$ cat config.mk
export PLATFORM = sky130hd
export DESIGN_NAME = mdio_mgmt_master
export DESIGN_NICKNAME = d
export VERILOG_FILES = /design/src/rtl/mdio_pkg.sv /design/src/rtl/mdio_clk_div.sv /design/src/rtl/mdio_frame_seq.sv /design/src/rtl/mdio_maint_reg.sv /design/src/rtl/mdio_mgmt_master.sv
export SDC_FILE = /design/constraint.sdc
export NUM_CORES = 1
export LEC_CHECK = 0
export BUFFER_PORTS_ARGS = -buffer_cell sky130_fd_sc_hd__buf_2
export CAP_MARGIN = 20
export CORE_ASPECT_RATIO = 1.4
export CORE_MARGIN = 10
export CORE_UTILIZATION = 50
export DETAILED_ROUTE_END_ITERATION = 10
export HOLD_SLACK_MARGIN = 0.1
export PLACE_DENSITY = 0.8
export REMOVE_ABC_BUFFERS = 1
export SLEW_MARGIN = 20
export SYNTH_ARGS = -nofsm -noshare
export SYNTH_HDL_FRONTEND = slang
export SYNTH_HIERARCHICAL = 1
export SYNTH_SLANG_ARGS = --single-unit
$ cat constraint.sdc
create_clock -name clk -period 2.2 [get_ports clk]
set_input_delay 0.22 -clock clk [delete_from_list [all_inputs] [get_ports clk]]
set_output_delay 0.22 -clock clk [all_outputs]
set_load 0.02 [all_outputs]
$ cat src/rtl/mdio_pkg.sv
package mdio_pkg;
  localparam int FRAME_W  = 32;
  localparam int DATA_W   = 16;
  localparam int IDLE_BIT = 2;
  // frame bits (counted from the first bit after preamble) at which a read releases the line
  localparam int REL_POS  = 14;
  localparam int CAP_POS  = 16;

  typedef enum logic [1:0] {
    OPC_WRITE = 2'b01,
    OPC_READ  = 2'b10
  } mgmt_op_e;

  typedef struct packed {
    logic [1:0]        sof;
    logic [1:0]        op;
    logic [4:0]        phy;
    logic [4:0]        regn;
    logic [1:0]        ta;
    logic [DATA_W-1:0] data;
  } maint_word_t;
endpackage

$ cat src/rtl/mdio_clk_div.sv
module mdio_clk_div #(
  parameter int DIV = 48
) (
  input  logic clk,
  input  logic rst,
  input  logic run,
  output logic mdc,
  output logic rise_evt,
  output logic fall_evt
);
  localparam int CW   = (DIV > 2) ? $clog2(DIV) : 2;
  localparam int HALF = DIV / 2;

  logic [CW-1:0] cnt;

  assign rise_evt = run && (cnt == CW'(HALF - 1));
  assign fall_evt = run && (cnt == CW'(DIV - 1));

  always_ff @(posedge clk) begin
    if (rst || !run) begin
      cnt <= '0;
      mdc <= 1'b0;
    end else begin
      if (fall_evt) cnt <= '0;
      else          cnt <= cnt + 1'b1;
      if (rise_evt)      mdc <= 1'b1;
      else if (fall_evt) mdc <= 1'b0;
    end
  end
endmodule

$ cat src/rtl/mdio_frame_seq.sv
module mdio_frame_seq
  import mdio_pkg::*;
#(
  parameter int PRE_BITS = 32
) (
  input  logic              clk,
  input  logic              rst,
  input  logic              start,
  input  logic              abort,
  input  logic              rise_evt,
  input  logic              fall_evt,
  input  logic [FRAME_W-1:0] word,
  input  logic              mdio_i,
  output logic              busy,
  output logic              mdio_o,
  output logic              mdio_oe,
  output logic              cap_vld,
  output logic              cap_bit
);
  localparam int TOTAL = PRE_BITS + FRAME_W;
  localparam int IW    = $clog2(TOTAL + 1);

  logic [IW-1:0] idx;
  maint_word_t   w;
  logic          is_rd;

  assign w     = maint_word_t'(word);
  assign is_rd = (w.op == OPC_READ);

  function automatic logic bit_at(input int i, input logic [FRAME_W-1:0] v);
    int k;
    if (i < PRE_BITS) return 1'b1;
    k = FRAME_W - 1 - (i - PRE_BITS);
    return v[k[4:0]];
  endfunction

  function automatic logic released(input int i, input logic rd);
    return rd && (i >= PRE_BITS + REL_POS);
  endfunction

  assign cap_vld = busy && rise_evt && is_rd && (int'(idx) >= PRE_BITS + CAP_POS);
  assign cap_bit = mdio_i;

  always_ff @(posedge clk) begin
    if (rst || abort) begin
      busy    <= 1'b0;
      idx     <= '0;
      mdio_o  <= 1'b1;
      mdio_oe <= 1'b0;
    end else if (start) begin
      busy    <= 1'b1;
      idx     <= '0;
      mdio_o  <= 1'b1;
      mdio_oe <= 1'b1;
    end else if (busy && fall_evt) begin
      if (int'(idx) == TOTAL - 1) begin
        busy    <= 1'b0;
        idx     <= '0;
        mdio_o  <= 1'b1;
        mdio_oe <= 1'b0;
      end else begin
        idx     <= idx + 1'b1;
        mdio_o  <= bit_at(int'(idx) + 1, word);
        mdio_oe <= !released(int'(idx) + 1, is_rd);
      end
    end
  end
endmodule

$ cat src/rtl/mdio_maint_reg.sv
module mdio_maint_reg
  import mdio_pkg::*;
(
  input  logic               clk,
  input  logic               rst,
  input  logic               load,
  input  logic [FRAME_W-1:0] load_word,
  input  logic               cap_vld,
  input  logic               cap_bit,
  output logic [FRAME_W-1:0] word
);
  always_ff @(posedge clk) begin
    if (rst) begin
      word <= '0;
    end else if (load) begin
      word <= load_word;
    end else if (cap_vld) begin
      word[DATA_W-1:0] <= {word[DATA_W-2:0], cap_bit};
    end
  end
endmodule

$ cat src/rtl/mdio_mgmt_master.sv
module mdio_mgmt_master
  import mdio_pkg::*;
#(
  parameter int CLK_DIV  = 48,
  parameter int PRE_BITS = 32
) (
  input  logic        clk,
  input  logic        rst,
  input  logic        mgmt_en,
  input  logic        wr_stb,
  input  logic [31:0] wr_word,
  output logic [31:0] maint_word,
  output logic [31:0] status_word,
  output logic        mdc,
  output logic        mdio_o,
  output logic        mdio_oe,
  input  logic        mdio_i
);
  logic busy, accept, abort, run;
  logic rise_evt, fall_evt, cap_vld, cap_bit;

  assign accept = wr_stb && mgmt_en && !busy;
  assign abort  = busy && !mgmt_en;
  assign run    = busy && mgmt_en;

  always_comb begin
    status_word           = '0;
    status_word[IDLE_BIT] = ~busy;
  end

  mdio_clk_div #(.DIV(CLK_DIV)) u_div (
    .clk(clk), .rst(rst), .run(run),
    .mdc(mdc), .rise_evt(rise_evt), .fall_evt(fall_evt)
  );

  mdio_maint_reg u_reg (
    .clk(clk), .rst(rst), .load(accept), .load_word(wr_word),
    .cap_vld(cap_vld), .cap_bit(cap_bit), .word(maint_word)
  );

  mdio_frame_seq #(.PRE_BITS(PRE_BITS)) u_seq (
    .clk(clk), .rst(rst), .start(accept), .abort(abort),
    .rise_evt(rise_evt), .fall_evt(fall_evt), .word(maint_word),
    .mdio_i(mdio_i), .busy(busy), .mdio_o(mdio_o), .mdio_oe(mdio_oe),
    .cap_vld(cap_vld), .cap_bit(cap_bit)
  );
endmodule

### After elaboration in Yosys (flattened, before gate mapping)

Index checks and enable logic that the tools add are counted.

* output and inout port bits: 67
* flip-flop bits (word level): 49

* magnitude comparators: 4
* $add $sub $neg: 5
* eq/ne operators: 4
* multiplexer cells: 21
* reductions and logical operators: 24
* bitwise gates (word level): 1

Operator list (number)
* 16-bit 2-to-1 mux: 2
* 1-bit 2-to-1 mux: 17
* 1-bit logical AND: 11
* 7-bit by 1-bit adder with 8-bit output, second input constant: 1
* 8-bit by 6-bit >= comparator with 1-bit output, second input constant: 1
* 8-bit by 6-bit less-than comparator with 1-bit output, second input constant: 1
* 2-bit nonzero test: 4
* 7-bit by 1-bit adder with 7-bit output, second input constant: 1
* 7-bit == test, second input constant: 1
* 7-bit by 6-bit >= comparator with 1-bit output, second input constant: 1
* 7-bit 2-to-1 mux: 1
* 6-bit by 1-bit adder with 6-bit output, second input constant: 1
* 6-bit by 5-bit == test with 1-bit output, second input constant: 1
* 6-bit == test, second input constant: 1
* 5-bit by 6-bit less-than comparator with 1-bit output, second input constant: 1
* 1-bit binary-select mux with 5-bit select: 1
* 1-bit by 5-bit subtractor with 5-bit output, first input constant: 1
* 5-bit by 1-bit subtractor with 5-bit output, second input constant: 1
* 1-bit logical NOT: 4
* 2-bit OR reduction: 2
* 2-bit == test, second input constant: 1
* 1-bit logical OR: 2
* 2-bit AND reduction: 1
* 1-bit NOT: 1

### Logic depth before layout (Yosys ltp)

Gate-level depths: netlist (run 1).

* word-level depth: 9
* gate-level depth with buffers: 10
* mapped depth without buffers: 8

### Modules after synthesis

The synthesis (run 1) kept the hierarchy.

By module, submodules not included
* mdio_maint_reg: cells each 123, sequential area each 640.6 sq um, area each 1318.8 sq um, instances 1
* mdio_frame_seq: cells each 115, sequential area each 200.2 sq um, area each 991.0 sq um, instances 1
* mdio_clk_div: cells each 36, sequential area each 140.1 sq um, area each 342.8 sq um, instances 1
* mdio_mgmt_master: cells each 36, sequential area each 0.0 sq um, area each 265.3 sq um, instances 1

### Worst setup path before layout (run 1)

OpenSTA, ideal clock, no wires.

* kind: flip-flop to flip-flop
* from: register u_div.cnt[0]
* to: register u_reg.word[10]
* arrival time: 1876 ps
* stages on the path, launching flop included: 10
* buffers on the path: 2
* setup slack: 191 ps
* cell sequence: dfxtp_1 > ha_1 > and3_2 > and4_1 > nand2_1 > nor4_1 > buf_6 > buf_12 > mux2i_1 > a211oi_2

* cells in the longest elaborated chain, start to end: 6

Ends and longest elaborated chain
* start: declaration: line mdio_clk_div.sv:14 `logic [CW-1:0] cnt;`
* start signal: assignment: line mdio_clk_div.sv:25 `else cnt <= cnt + 1'b1;`
* 6-bit by 5-bit == test with 1-bit output: line mdio_clk_div.sv:16 `assign rise_evt = run && (cnt == CW'(HALF - 1));`
* 1-bit logical AND: line mdio_clk_div.sv:16
* via rise_evt: line mdio_mgmt_master.sv:20 `logic rise_evt, fall_evt, cap_vld, cap_bit;`
* 1-bit logical AND (3 in series): line mdio_frame_seq.sv:41 `assign cap_vld = busy && rise_evt && is_rd && (int'(idx) >= PRE_BITS + CAP_POS);`
* via cap_vld: line mdio_mgmt_master.sv:20
* 2-bit nonzero test (no line)
* end signal: assignment: line mdio_maint_reg.sv:16 `word <= load_word;`
* end signal: indexed assignment: line mdio_maint_reg.sv:18 `word[DATA_W-1:0] <= {word[DATA_W-2:0], cap_bit};`
* end: declaration: line mdio_maint_reg.sv:10 `output logic [FRAME_W-1:0] word`

The timed path passes the listed nets, and every way through them passes these cells.
A chain may end at the register's enable or synchronous reset.

### Worst setup path after layout (run 1)

* from: register u_div.cnt[0]
* to: register u_reg.word[3]

The elaborated chain is that of the path after synthesis.

==> metrics.txt, run 1 <==
status complete, no violations; Num CTS Buffers 5; RePlAce Congestion 0.920; Layout Area Growth over Synthesis 14.5%; #FFs+latches synth 49; r2r setup slk between 0.09 and 0.1 ns; Peak supply drop approximately 0.38 mV; Die ar. 9330 um^2; die width 84.6 um; Synthesis Warnings 6; Mapped Avg Cell Area 9.41 um^2; Yosys cell types 55; Ports about 100; Max-cap violations 0; nets approximately 420; GR Overflow Total 0; Clock Pin Slew Worst Setup and Hold Paths 0.09 ns; Final setup viols 0; crit share post-route 95.9%; final instance area 3340 um^2; total power per unit cell area 540 nW/um^2; CORE AREA 5610 um^2; final hold vios 0; Mapped Area 2920 um^2; die extent in y 110 um; area of the multi-input gates 1660 um^2; CTS tree yes; top cells by area, synth dfxtp_1 (34%), mux2i_1 (11%), buf_4 (9.0%); Required @ worst endpoint between 2 and 2.5 ns; clk_skew 0.00841 ns; worst-path fanout max 8; reg2reg start u_div/cnt[0]; Critical path origin u_div/cnt[0]; critical path endpoint category flop; clk sinks just under 50; dominant cell type by area after synthesis dfxtp_1; final core area utilization around three fifths; kind of critical path reg -> reg; Hold WS 0.153 ns; worst hold-check path type in -> reg; dpl cell area 3190 um^2; Worst EP arrival 2.27 ns; Psw 0.512 mW; Initial Utilization approximately 52%; Post-Route WL 7.28 mm; H-tree depth 2; Worst Max-Slew Pin Slew 0.547 ns; Worst R2R End u_reg/word[3]; Hold Buf Count CTS 0; Port Buf Inserts 72; Clk Latency, worst-skew pair 0.30 ns; critical path capture point u_reg/word[3]; FF/Latch Area 985 um^2; gr usage total 14.6%; DRT Pass-1 Iters 4; largest net degree at the start of global routing 36; DP Wirelength 5.63 mm; drc violations 0; Vias/cell 5.27; Root Buffer clkbuf_8; Reg power frac 53.3%; most common cell after layout, fill and taps aside buf_2; Synth top area share 33.6%; Gate power share 17.5%; top sig layer met4; Slew Viols, Final 0; layout cells sized above 1 33.1%; met3 routed WL 433 um; ANT cells 0; Leakage 1.38 nW; register area share after synthesis between 30% and 40%; Final ANT Viol Nets 0; wl on met1 2.62 mm; Net Sw Frac around 28%; clock share of power 29.2%; Internal Power 1.29 mW; met2 WL post-DR between 4 and 5 mm; Filler Cell Count 511; CTS Buffer Depth 2; R2R depth 9; antenna violations before repair 0; Wirelength per Cell 16.2 um; Max Freq between 400 and 500 MHz; cell row count 32; vias in the first global route 2404; global-route wire length before repair 11.4 mm; vias 2364; Initial DRC Count 110; Final min period around 2.1 ns; Syn Inst Count 310; crit start category flop; Rel. slew slack between 60 and 70%; most frequent cells in the layout buf_2 (72), dfxtp_1 (46), conb_1 (31), mux2i_1 (31), nor2_1 (29)
[worst max-delay path, cell delays in order (launching register included)]
cell	delay [ns]
dfxtp_2	0.35
ha_2	0.21
and3_2	0.22
and4_1	0.19
nand2_1	0.08
nor4_4	0.26
buf_4	0.19
buf_12	0.15
mux2i_1	0.22
a211oi_1	0.10
[worst min-delay path by stage]
stage / start / endpoint / cells past startpoint
2_1_floorplan: rst / u_reg/word[10] / 1
3_3_place_gp: u_div/cnt[0] / u_div/cnt[0] / 1
3_5_place_dp: u_div/cnt[0] / u_div/cnt[0] / 1
4_1_cts: wr_word[31] / u_reg/word[31] / 3
5_1_grt: wr_word[17] / u_reg/word[17] / 3
6_report: wr_word[30] / u_reg/word[30] / 3
[registers in the layout (all words and copies together), names as in the netlist]
name and cells:
u_reg/word 32, u_seq/mdio_oe 1, u_seq/busy 1, u_seq/mdio_o 1
u_div/mdc 1, u_seq/idx 7, u_div/cnt 6
[final cells by class]
cell class / count / share of cell area (%)
timing repair buffer: 84 / 14.5
multi-input combinational: 231 / 49.8
clock buffer: 7 / 2.58
sequential: 49 / 29.5
inverter: 10 / 1.12
tap: 68 / 2.55
[power groups by stage]
stage / Combinational [mW] / Clock (mW) / Sequential (mW)
after floorplan: 0.153 / 0 / 1.02
after global placement: 0.307 / 0 / 0.980
after detailed placement: 0.311 / 0 / 0.982
after CTS: 0.312 / 0.542 / 0.961
after global routing: 0.342 / 0.577 / 0.968
final: 0.315 / 0.528 / 0.961
[through the flow]
| step | total power, mW | setup TNS, ns | std cells | setup WS, ns |
|---|---|---|---|---|
| finish | 1.80 | 0 | 449 | 0.0906 |
| detailed placement | 1.29 | 0 | 440 | 0.0660 |
| global route | 1.89 | -0.0890 | 449 | -0.0192 |
| global placement | 1.29 | 0 | 440 | 0.138 |
| CTS | 1.81 | 0 | 447 | 0.0464 |
| floorplan | 1.17 | -26.10 | 290 | -1.69 |
[timing repair]
action                     4_1_cts  5_1_grt
setup endpoints to repair        0       17
buffers inserted                 0        1
resized for setup                0        8
[synthesized netlist by cell type, drive strengths merged]
master / n
a2111oi: 1
a211oi: 17
a21oi: 10
a22oi: 1
a311oi: 1
a31o: 1
a31oi: 4
and2: 2
and2b: 1
and3: 3
and3b: 1
and4: 1
buf: 46
clkbuf: 4
conb: 1
dfxtp: 49
ha: 3
inv: 10
mux2: 15
mux2i: 32
nand2: 10
nand2b: 2
nand3: 5
nand3b: 1
nand4: 1
nor2: 29
nor2b: 18
nor3: 5
nor3b: 3
nor4: 2
nor4b: 3
o21ai: 5
o22ai: 8
o41ai: 1
or3: 4
xnor2: 7
xor2: 3
[cell families after synthesis]
family          after synthesis  synth area share (%)
other cells                   1                 0.129
mux                          47                  16.9
xor+xnor                     10                  4.16
simple gates                 91                  17.8
fa+ha+maj                     3                  1.29
buf+inv                      60                  14.2
compound gates               49                  12.0
flops                        49                  33.6
[layer usage]
metal | up-vias | GRT usage [%]
met4 | 0 | 6.25
li1 | 1158 | -
met5 | - | 0
met1 | 1128 | 14.3
met3 | 15 | 4.33
met2 | 63 | 27.8
Note: power is estimated with default switching activity, not from simulation.
==> inputs of run 2 (changes only) <==
ABC_AREA = 1   (was default)
==> run 2 against run 1 <==
Total power is 1.0% lower. Cell count is 31% higher. Non-clock buffer count is 5 lower. Utilization is 1.6 points lower. Sequential power hardly changed. Global-route usage is 0.73 points higher. Synthesized area is 0.13% lower. Via count is 18% higher. First-iteration DRC count is 58% higher.
==> metrics.txt, run 2 <==
status complete, no violations; placed cells 578; Worst Max-Slew Pin Slew 0.666 ns; DP Wirelength 5.68 mm; Root Buffer clkbuf_8; clk sinks 49; DRT Pass-1 Iters 4; worst hold-check path type in -> reg; Rel. slew slack between 50% and 60%; nets 557; Pwr Total 1.79 mW; total power per unit cell area 549 nW/um^2; Worst EP arrival 2.06 ns; die width 84.5 um; Port Buf Inserts 72; Slew Viols, Final 0; Die ar. 9330 um^2; Filler Cell Count 572; Final ANT Viol Nets 0; Mapped Area roughly 2900 um^2; crit share post-route ~84%; kind of critical path reg -> reg; #FFs+latches synth 49; Hold Crit Start wr_word[30]; Initial Utilization approximately 52%; Ports approximately 100; drc violations 0; cell row count 32; Post-Route WL around 7.1 mm; Synth top area share 33.7%; GR Overflow Total 0; Num CTS Buffers 5; largest family of logic cells by synthesized area simple AND/OR/NAND/NOR gates; antenna violations before repair 0; Clock Pin Slew Worst Setup and Hold Paths 0.09 ns; post-synthesis mux area share 0%; Layout Area Growth over Synthesis 11.6%; gr usage total 15.3%; Synth Area in Compound Gates 6.14%; max reg flops 32; Hold Buf Count CTS 0; clk_skew approximately 0.0067 ns; Leakage 1.75 nW; CTS tree yes; Peak supply drop 0.422 mV; ys flop type dfxtp_1; most frequent cells in the layout nand2_1 (121), buf_2 (72), nand3_1 (59); most common cell after layout, fill and taps aside nand2_1; global-route wire length before repair 12.1 mm; largest net degree at the start of global routing 33; die extent in y 110 um; Top reg by flops u_reg/word; ANT cells 0; non-filler instance count after layout around 600; Synthesis Warnings 6; Clk Latency, worst-skew pair about 0.30 ns; biggest regs u_reg/word: 32 flops, u_seq/idx: 7 flops, u_div/cnt: 6 flops; Required @ worst endpoint around 2.4 ns; Mapped Avg Cell Area 6.46 um^2; RSZ-0062 raised after global routing false; Critical path origin u_seq/busy; top cells by area, synth dfxtp_1 (34%), nand2_1 (16%), nand3_1 (10%); Synth Area in Adders 1.29%; list of most frequent post-synthesis cells nand2_1 (121), nand3_1 (59), inv_1 (55), nor2_1 (55), dfxtp_1 (49); Synth Area in XOR/XNOR 2.62%; dpl cell area 3170 um^2; layout cells sized above 1 approximately a fifth; post-CTS sizing 0; H-tree depth 2; CTS Buffer Depth 2; vias in the first global route 2677; Final setup viols 0; register area share after synthesis between 30% and 40%; Syn Inst Count between 400 and 500; EDFF count, synth 0; Initial DRC Count 174; post-synthesis simple-gate area fraction a little over a third; Post-CTS Setup Repair Bufs 0; CORE AREA 5610 um^2; Max-cap violations 0; dominant cell type by area after synthesis dfxtp_1; crit start category flop; Vias/cell 4.75; Final min period about 1.9 ns; cell with the most instances after synthesis nand2_1; worst-path fanout max 17; reg2reg start u_seq/busy; Max Freq 539 MHz; critical path endpoint category flop; Wirelength per Cell about 12 um; vias about 2800; async set or reset register ratio after synthesis 0%; RePlAce Congestion 0.887; Yosys cell types 29; final instance area ~3300 um^2; final hold vios 0
[run 2: layer usage]
layer	routed length [um]	vias up	share of wire [%]	GRT usage [%]
met3	591	16	8.3	5.36
met1	2850	1219	40	16.7
li1	-	1453	-	-
met4	179	0	2.5	6.49
met2	3480	96	49	26.5
met5	0	-	0	0
[run 2: path summary, 6_finish.rpt]
kind / to / slack, ns / cells past startpoint
max reg2reg: u_reg/word[2] / 0.34 / 13
max: u_reg/word[2] / 0.34 / 13
min: u_reg/word[30] / 0.14 / 3
min reg2reg: u_div/cnt[0] / 0.45 / 1
[run 2: layout make-up]
cell class / instances / area [um^2] / share of cell area, %
multi-input cells: 322 / 1460 / 45.0
inverters: 60 / 225 / 6.93
clock buffers: 7 / 76.3 / 2.35
well taps: 68 / 85.1 / 2.62
flip-flops and latches: 49 / 981 / 30.2
repair buffers: 79 / 413 / 12.7
clock inverters: 1 / 7.51 / 0.231
[run 2: worst max-delay path, stage by stage (launching register included)]
cell	delay, ns
dfxtp_1	0.46
nand2_1	0.08
inv_1	0.09
inv_1	0.06
nor2_1	0.10
and3_1	0.16
nand3_1	0.07
a21oi_1	0.14
buf_4	0.27
nor2_8	0.09
nand2_1	0.07
nand3_1	0.06
nand2_1	0.06
inv_1	0.04
[run 2: metrics by stage]
stage / utilization [%] / TNS (ns) / hold WS (ns) / worst slack, ns
after floorplan: - / -9.01 / 0.289 / -0.330
after global placement: 56.5 / 0 / 0.427 / 0.370
after detailed placement: 56.5 / 0 / 0.436 / 0.342
after CTS: 58.0 / 0 / 0.131 / 0.329
after global routing: 58.0 / 0 / 0.135 / 0.174
final: 58.0 / 0 / 0.140 / 0.344
[run 2: cells by family after synthesis]
kind of cell / Yosys count
other: 1
buffers and inverters: 110
AND/OR/NAND/NOR: 247
adder cells (fa/ha/maj): 3
flip-flops: 49
XOR/XNOR: 7
AO/OA/AOI/OAI: 34
[run 2: power by group]
part | switching (mW) | internal (mW) | total [mW]
Combinational | 0.217 | 0.0979 | 0.315
Clock | 0.286 | 0.225 | 0.512
Sequential | 0.0338 | 0.926 | 0.959
Total | 0.537 | 1.25 | 1.79
==> inputs of run 3 (changes only) <==
clock period = 1.9 ns   (was 2.2 ns; I/O delays follow)
==> run 3 against run 2 <==
Sequential power up 16%. Via count up 1.7%. Combinational power up 21%. Register-to-register slack worse by 0.20 ns. Global-route usage up 0.16 points. Setup slack worse by 0.20 ns. Cell count up 1.5%. Utilization up 2.0 points. Largest power group unchanged.
==> metrics.txt, run 3 (synthesis results as in run 2) <==
total power per unit cell area 633 nW/um^2; Reg power frac 52.0%; Required @ worst endpoint 2.10 ns; Worst EP arrival between 1.5 and 2 ns; final hold vios 0; Net Sw Frac 30.3%; CTS tree yes; Initial Utilization 52.0%; Leakage 1.80 nW; Buffers & Inverters on Critical Path 2; kind of critical path reg -> reg; Hold Crit Start wr_word[30]; Vias/cell 4.76; clock share of power 30.1%; GRT met2 Usage 28.6%; GR Overflow Total 0; Post-Route WL 7.46 mm; Setup TNS Final 0 ns; nets 567; layout cells sized above 1 21.4%; Worst R2R End u_seq/mdio_o; ANT cells 0; Root Buffer clkbuf_8; vias 2832; drc violations 0; die width between 80 and 90 um; largest net degree at the start of global routing 33; H-tree depth 2; most frequent cells in the layout nand2_1 (121), buf_2 (72), nand3_1 (59); most common cell after layout, fill and taps aside nand2_1; Ports 104; antenna violations before repair 0; gr usage total 15.5%; crit share post-route 92.4%; Filler Cell Count 554; reg2reg start u_seq/idx[1]; clk_skew between 0.008 and 0.009 ns; Worst Max-Slew Pin Slew 0.541 ns; vias in the first global route 2717; CORE AREA between 5000 and 6000 um^2; status complete, no violations; RSZ-0062 raised after global routing false; Max-cap violations 0; CP delay by family, top simple AND/OR/NAND/NOR gates; Port Buf Inserts 72; DRT Pass-1 Iters 4; met3 GRT Util 5.29%; Final ANT Viol Nets 0; clk sinks 49; Clock Pin Slew Worst Setup and Hold Paths roughly 0.090 ns; Max Freq 569 MHz; crit start category flop; max reg flops 32; Slew Viols, Final 0; Final setup viols 0; Top reg by flops u_reg/word; worst hold-check path type in -> reg; hold path endpoint u_reg/word[30]; R2R depth 11; Peak supply drop 0.485 mV; Final min period 1.76 ns; Clk Latency, worst-skew pair 0.30 ns; cell row count 32; biggest regs u_reg/word: 32 flops, u_seq/idx: 7 flops, u_div/cnt: 6 flops; Most Crowded Layer GR met2; RePlAce Congestion 0.896; critical path endpoint category flop; CTS Buffer Depth 2; hold path cells 3; r2r setup slk ~0.14 ns; Psw 0.646 mW; Hold WS 0.107 ns; Crit path largest cell delay 0.39 ns; worst-path cell chain inv_1 > ha_2 > clkinvlp_4 > nand3_1 > nand3_1 > nand3_1 > nand3_1 > nand2_1 > nand2_1 > nand2_1 > nand2_1; Initial DRC Count 180; placed cells 580; DP Wirelength 5.69 mm; Crit-path slowest cell ha_2; global-route wire length before repair 12.2 mm; met1 usage 15.6%; Die ar. around 9300 um^2; Num CTS Buffers 5; Wirelength per Cell 12.5 um; die extent in y 110 um; Rel. slew slack 63.9%; worst-path fanout max 6; Gate power share 18.0%; non-filler instance count after layout a little under 600; Internal Power 1.48 mW; Layout Area Growth over Synthesis 15.4%; Critical path origin u_seq/idx[1]
## run 3: changes by cell type in the layout (fill, tap and decap cells not counted), moves of 2 or more
cell and delta:
dlygate4sd3_1 +6, buf_4 +2, clkbuf_1 -2, clkinvlp_4 +2
## run 3: routing by layer
layer	part of all wire (%)	up-vias
met5	0	-
met4	1.7	0
met3	7.9	9
met2	51	90
met1	40	1263
li1	-	1470
## run 3: power by group through the flow
stage                     registers [mW]  logic [mW]  clock network [mW]
after floorplan                     1.18       0.188                   0
after global placement              1.13       0.364                   0
after detailed placement            1.13       0.369                   0
after CTS                           1.11       0.380               0.659
after global routing                1.11       0.425               0.698
final                               1.11       0.382               0.640
## run 3: worst max-delay path by stage
stage	endpoint	slack, ns	depth (start not counted)
4_1_cts	u_seq/mdio_o	0.08	12
3_5_place_dp	u_seq/mdio_o	0.11	12
6_report	u_seq/mdio_o	0.14	11
3_3_place_gp	u_seq/mdio_o	0.14	12
5_1_grt	u_reg/word[15]	0.01	11
2_1_floorplan	u_reg/word[0]	-0.63	6
## run 3: area by class of cell
class	count	area [um^2]	share of cell area (%)
repair buffers	88	499	14.8
flip-flops and latches	49	982	29.2
repair inverters	1	7.51	0.223
well taps	68	85.1	2.53
clock inverters	1	7.51	0.223
inverters	60	229	6.81
clock buffers	6	82.6	2.46
multi-input cells	322	1470	43.7
## run 3: worst min-delay path: cells and delay by family
family                 cells  cell delay [ns]
AND/OR/NAND/NOR            2             0.11
buffers and inverters      1             0.07
## run 3: stage by stage
step / area (um^2) / util (%) / setup WS (ns) / power [mW]
2_1_floorplan: 2670 / - / -0.630 / 1.37
3_3_place_gp: 3180 / 56.8 / 0.137 / 1.49
3_5_place_dp: 3180 / 56.8 / 0.110 / 1.50
4_1_cts: 3330 / 59.5 / 0.0772 / 2.15
5_1_grt: 3360 / 60.0 / 0.0129 / 2.24
6_report: 3360 / 60.0 / 0.144 / 2.13
## run 3: repair_timing
item | 4_1_cts | 5_1_grt
buffers inserted | 0 | 1
hold buffers | 6 | 0
endpoints found under the setup margin | 0 | 16
endpoints found under the hold margin | 6 | 0
resized for setup | 0 | 6
